**src/rtl/i2c_regfile_slave.sv**
```systemverilog
module i2c_regfile_slave #(
  parameter logic [6:0] DEV_ADDR = 7'h69,
  parameter logic [7:0] DFLT_XOR = 8'h5A,
  parameter int         AW       = 8
) (
  input  logic clk,
  input  logic rst_n,
  input  logic scl_i,
  input  logic sda_i,
  output logic sda_oe
);
  localparam int DEPTH = 1 << AW;

  typedef enum logic [3:0] {
    S_IDLE, S_DEV, S_DEVACK, S_IDX, S_IDXACK, S_WR, S_WRACK, S_RD, S_MACK
  } state_t;

  state_t          state;
  logic [2:0]      scl_q, sda_q;
  logic [3:0]      bitcnt;
  logic [7:0]      shreg;
  logic [AW-1:0]   ptr;
  logic            rw;
  logic [7:0]      mem [DEPTH];

  wire scl_rise = scl_q[1] & ~scl_q[2];
  wire scl_fall = ~scl_q[1] & scl_q[2];
  wire scl_hi   = scl_q[1] & scl_q[2];
  wire start    = scl_hi & ~sda_q[1] & sda_q[2];
  wire stop     = scl_hi & sda_q[1] & ~sda_q[2];
  wire byte_in  = scl_fall && (bitcnt == 4'd8);

  always_ff @(posedge clk or negedge rst_n) begin
    if (!rst_n) begin
      scl_q <= 3'b111;
      sda_q <= 3'b111;
    end else begin
      scl_q <= {scl_q[1:0], scl_i};
      sda_q <= {sda_q[1:0], sda_i};
    end
  end

  always_ff @(posedge clk or negedge rst_n) begin
    if (!rst_n) begin
      state  <= S_IDLE;
      bitcnt <= '0;
      shreg  <= '0;
      ptr    <= '0;
      rw     <= 1'b0;
      sda_oe <= 1'b0;
      for (int i = 0; i < DEPTH; i++) mem[i] <= 8'(i) ^ DFLT_XOR;
    end else if (start) begin
      state  <= S_DEV;
      bitcnt <= '0;
      sda_oe <= 1'b0;
    end else if (stop) begin
      state  <= S_IDLE;
      sda_oe <= 1'b0;
    end else begin
      case (state)
        S_DEV, S_IDX, S_WR: begin
          if (scl_rise) begin
            shreg  <= {shreg[6:0], sda_q[1]};
            bitcnt <= bitcnt + 4'd1;
          end else if (byte_in) begin
            bitcnt <= '0;
            case (state)
              S_DEV: begin
                if (shreg[7:1] == DEV_ADDR) begin
                  rw     <= shreg[0];
                  sda_oe <= 1'b1;
                  state  <= S_DEVACK;
                end else begin
                  state  <= S_IDLE;
                end
              end
              S_IDX: begin
                ptr    <= shreg[AW-1:0];
                sda_oe <= 1'b1;
                state  <= S_IDXACK;
              end
              default: begin
                mem[ptr] <= shreg;
                ptr      <= ptr + AW'(1);
                sda_oe   <= 1'b1;
                state    <= S_WRACK;
              end
            endcase
          end
        end
        S_DEVACK, S_IDXACK, S_WRACK: begin
          if (scl_fall) begin
            if (state == S_DEVACK && rw) begin
              shreg  <= mem[ptr];
              sda_oe <= ~mem[ptr][7];
              ptr    <= ptr + AW'(1);
              state  <= S_RD;
            end else begin
              sda_oe <= 1'b0;
              state  <= (state == S_DEVACK) ? S_IDX : S_WR;
            end
          end
        end
        S_RD: begin
          if (scl_rise) begin
            bitcnt <= bitcnt + 4'd1;
          end else if (scl_fall) begin
            if (bitcnt == 4'd8) begin
              bitcnt <= '0;
              sda_oe <= 1'b0;
              state  <= S_MACK;
            end else begin
              shreg  <= {shreg[6:0], 1'b0};
              sda_oe <= ~shreg[6];
            end
          end
        end
        S_MACK: begin
          if (scl_rise) begin
            if (sda_q[1]) state <= S_IDLE;
          end else if (scl_fall) begin
            shreg  <= mem[ptr];
            sda_oe <= ~mem[ptr][7];
            ptr    <= ptr + AW'(1);
            state  <= S_RD;
          end
        end
        default: ;
      endcase
    end
  end

  a_r10_start_restarts: assert property (@(posedge clk) disable iff (!rst_n)
    start |=> (state == S_DEV && !sda_oe));

  a_r10_stop_idles: assert property (@(posedge clk) disable iff (!rst_n)
    stop |=> (state == S_IDLE && !sda_oe));

  a_r2_foreign_addr_silent: assert property (@(posedge clk) disable iff (!rst_n)
    (state == S_DEV && byte_in && shreg[7:1] != DEV_ADDR && !start && !stop)
      |=> (state == S_IDLE && !sda_oe));

  a_r5_ptr_wraps: assert property (@(posedge clk) disable iff (!rst_n)
    (ptr == '1 && state == S_WR && byte_in && !start && !stop) |=> (ptr == '0));

  a_r9_idle_quiet: assert property (@(posedge clk) disable iff (!rst_n)
    (state == S_IDLE) |-> !sda_oe);

  a_r8_master_ack_free: assert property (@(posedge clk) disable iff (!rst_n)
    (state == S_MACK) |-> !sda_oe);
endmodule

```
**config.mk**
```make
export PLATFORM = sky130hd
export DESIGN_NAME = i2c_regfile_slave
export DESIGN_NICKNAME = d
export VERILOG_FILES = /design/src/rtl/i2c_regfile_slave.sv
export SDC_FILE = /design/constraint.sdc
export NUM_CORES = 2
export LEC_CHECK = 0
export CAP_MARGIN = 20
export CORE_UTILIZATION = 58
export CTS_CLUSTER_SIZE = 10
export DETAILED_ROUTE_END_ITERATION = 8
export GPL_TIMING_DRIVEN = 0
export PLACE_DENSITY = 0.76
export SLEW_MARGIN = 20
export SYNTH_ARGS = -nofsm -noshare
export SYNTH_HDL_FRONTEND = slang
export SYNTH_SLANG_ARGS = --single-unit
export TNS_END_PERCENT = 1
```
**constraint.sdc**
```tcl
create_clock -name clk -period 2.7 [get_ports clk]
set_input_delay 0.54 -clock clk [delete_from_list [all_inputs] [get_ports clk]]
set_output_delay 0.54 -clock clk [all_outputs]
set_load 0.05 [all_outputs]
```
==> flow_summary.ini <==
[run_status]
outcome = finished, violations left
failed_checks = negative hold slack, negative setup slack

[worst_setup_path]
regToRegEndpoint = shreg[4]$_DFFE_PN0P_
crit_path_top_delay_cell = sky130_fd_sc_hd__mux4_2
crit_chain = buf_6, buf_8, buf_8, buf_4, buf_12, mux4_2, a22oi_2, nand4_1, nor2_2, a21oi_2
reg_to_reg_startpoint = ptr[3]$_DFFE_PN0P_
crit_top_cell = sky130_fd_sc_hd__buf_8
critPathMaxStageDelay_ns = 0.67
crit_path_start_kind = flip-flop
slack_of_the_worst_reg_to_reg_path_ns = -0.89
worst-path-max-fanout = 10
worst-endpoint-required_ns = 3.49
setup.worst_path.class = flip-flop to flip-flop
worst-r2r-cell-count = 10
critical_path.endpoint_type = flip-flop
worst-endpoint-arrival_ns = 4.37

[clocking]
cts_root_buffer = sky130_fd_sc_hd__clkbuf_16
clock-sinks = 2080
cts_tree = built
clock_insertion_delay_at_the_later_pin_of_the_skew_report_ns = 0.91
clk_transition_reported_paths_ns = 0.07
cts-hold-fix-buffers = 3
h-tree-depth = 4
cts_inserted_buffers = 230
ctsLongestPathBuffers = 3

[sta]
rsz0062_at_grt = true
finalHoldWorstSlack_ns = -0.192
report.final.slew_viol_count = 0
final.min_clock_period_ns = 3.59
fin_skew_ns = 0.0441
final.setup.worst_slack_ns = -0.886
final_min_period_over_clock_period = 1.33
max_slew_margin = 0.128
timing_worst_slew_pin_value_ns = 1.31
setup_violations = 2172
final_hold_viol_count = 77
highest_clock_rate_mhz = 279

[logic_synthesis]
synthDistinctLibCells = 64
synth.top_cells.by_count = sky130_fd_sc_hd__mux2_2 (1,873), sky130_fd_sc_hd__dfrtp_1 (1,050), sky130_fd_sc_hd__dfstp_2 (1,030)
synth.most_common_cell = sky130_fd_sc_hd__mux2_2
postSynthAreaPerCell_um2 = 16.3
synth_top_area_share = 0.281
ys_ff_latch = 2080
yosys.area.top_type = sky130_fd_sc_hd__dfstp_2
yosys_warnings = 0
postSynthNetCount = 5920
synth_top_cells_by_area = sky130_fd_sc_hd__dfstp_2 (28%), sky130_fd_sc_hd__dfrtp_1 (27%), sky130_fd_sc_hd__mux2_2 (22%), sky130_fd_sc_hd__mux4_2 (15%), sky130_fd_sc_hd__mux2_1 (2.2%)
synth_top_flop_cell = sky130_fd_sc_hd__dfrtp_1
synth_area_um2 = 96300
synthCells = 5907
ys_seq_area_frac = 0.554
ys_async_sr_fraction = 1.00
synth_edf_count = 0

[finish]
finish.instance_area_um2 = 114000
finish.utilization = 0.691
area_growth_pct = 18.3
nets = 6440
layout-drive-gt1-share = 0.694
nFillCells = 10676

[run]
max_cap_viols = 0

[floorplanning]
die_h_um = 409
floorplan.die_area_um2 = 168000
die_x_um = 409
placeableCoreArea_um2 = 165000
io_pins = 5
initial_utilization = 0.584
floorplan.rows = 149

[global_route]
globalRouteOverflowTotal = 0
grt_antenna_before_repair = 31
grt_start_max_net_pins = 157
grt_first_pass_wirelength_mm = 497
globalRouteTotalUtil = 0.435
first_global_vias = 61873

[drt]
route.vias.total = 62451
final_antenna_violating_net_count = 0
dr.first_iter.drc_count = 7709
vias_per_cell = 7.07
drc = 0
length_of_the_first_detailed_routing_pass_in_iterations = 6
avgRoutedWirePerCell_um = 41.1
wl_final_mm = 363

[power_and_ir_drop]
design_power_total_w = 0.102
total_leakage_power_nw = 52.1
max-vdd-ir-drop_mv = 0.870
powerDensity_nw_per_um2 = 892

[placement]
dpl_cell_area_um2 = 101000
finalWeightedCongestion = 1.04
place_hpwl_mm = 239
placement.io_buffers = 4

[min_path]
hold_path_class = input pin to asynchronous set/reset pin
[what timing repair did]
action	CTS	global route
pin swaps	26	31
gates cloned	6	5
buffers inserted	171	50
resized for setup	635	192
endpoints found under the setup margin	2339	2583
hold endpoints to repair	86	77
[cell type report]
class	instances	area, um^2	area share
sequential	2080	53300	0.468
clock inverter	16	324	0.00285
tap	2189	2740	0.0241
clock buffer	415	6570	0.0577
inverter	12	51.3	0.000450
timing repair buffer	292	4070	0.0357
antenna	22	55.1	0.000483
buffer	449	4090	0.0359
multi-input combinational	3362	42600	0.374
[through the flow]
stage | hold WS [ns] | instances | setup TNS, ns | setup slack [ns]
2_1_floorplan | 0.244 | 5907 | -4.78 | -0.0542
3_3_place_gp | 0.350 | 8100 | - | -88.36
3_5_place_dp | 0.348 | 8155 | -4873.96 | -3.12
4_1_cts | -0.178 | 8763 | -680.23 | -0.741
5_1_grt | -0.131 | 8815 | -909.59 | -0.768
6_report | -0.192 | 8837 | -849.86 | -0.886
[routing by layer]
| metal | track usage | vias to the layer above | part of all wire | wire (um) |
|---|---|---|---|---|
| li1 | - | 23375 | - | - |
| met1 | 0.550 | 33638 | 0.35 | 128000 |
| met2 | 0.591 | 4143 | 0.42 | 151000 |
| met3 | 0.203 | 1279 | 0.15 | 52800 |
| met4 | 0.301 | 16 | 0.085 | 30800 |
| met5 | 0.00230 | - | 0.00031 | 113 |
[cell usage in the layout, fill, tap and decap left out, types with 33 or more instances in the layout]
master	n
sky130_fd_sc_hd__dfstp_2	1030
sky130_fd_sc_hd__mux4_2	623
sky130_fd_sc_hd__dfrtp_1	1047
sky130_fd_sc_hd__buf_16	97
sky130_fd_sc_hd__mux2_1	188
sky130_fd_sc_hd__nand2_1	102
sky130_fd_sc_hd__nand2_2	105
sky130_fd_sc_hd__buf_12	88
sky130_fd_sc_hd__nand2_4	104
sky130_fd_sc_hd__buf_6	33
sky130_fd_sc_hd__clkbuf_1	419
sky130_fd_sc_hd__buf_4	172
sky130_fd_sc_hd__mux2_2	1872
sky130_fd_sc_hd__nor2_1	45
sky130_fd_sc_hd__clkbuf_16	243
[critical path, delay by kind of cell (launching register included)]
family | cells | cell delay, ns
flip-flops | 1 | 0.34
multiplexers | 1 | 0.67
AND/OR/NAND/NOR | 2 | 0.48
AO/OA/AOI/OAI | 2 | 0.42
buffers and inverters | 5 | 1.50
[state kept, by name, indices dropped and copies added, names as in the netlist]
signal  count
bitcnt      4
mem      2048
ptr         8
rw          1
scl_q       3
sda_oe      1
sda_q       3
shreg       8
state       4
[how the worst max path moves through the flow]
stage / startpoint / end
2_1_floorplan: scl_q[2]$_DFF_PN1_ / mem[1377]$_DFFE_PN0P_
3_3_place_gp: rst_n / mem[641]$_DFFE_PN0P_
3_5_place_dp: ptr[1]$_DFFE_PN0P_ / shreg[1]$_DFFE_PN0P_
4_1_cts: ptr[0]$_DFFE_PN0P_ / shreg[5]$_DFFE_PN0P_
5_1_grt: ptr[4]$_DFFE_PN0P_ / mem[1255]$_DFFE_PN0P_
6_report: ptr[3]$_DFFE_PN0P_ / shreg[4]$_DFFE_PN0P_
[report_power, final]
group	leakage, nW	switching, W	internal (W)	total (W)
Sequential	25.2	0.000198	0.0314	0.0316
Combinational	23.6	0.0276	0.0127	0.0402
Clock	3.27	0.0131	0.0166	0.0297
Total	52.1	0.0408	0.0607	0.102
[kinds of logic (layout without fill, tap and decap cells)]
family | after synthesis | after routing | share of synthesized area
AOI/OAI and AO/OA | 141 | 141 | 0.0101
xor gates and xnor gates | 1 | 1 | 0.0000910
adders and majority gates | 9 | 9 | 0.00117
buffers and inverters | 465 | 1184 | 0.0216
DFF | 2080 | 2080 | 0.554
muxes | 2715 | 2715 | 0.390
other | 0 | 22 | 0
and+or+nand+nor | 496 | 496 | 0.0228
(Power assumes the default switching activity.)
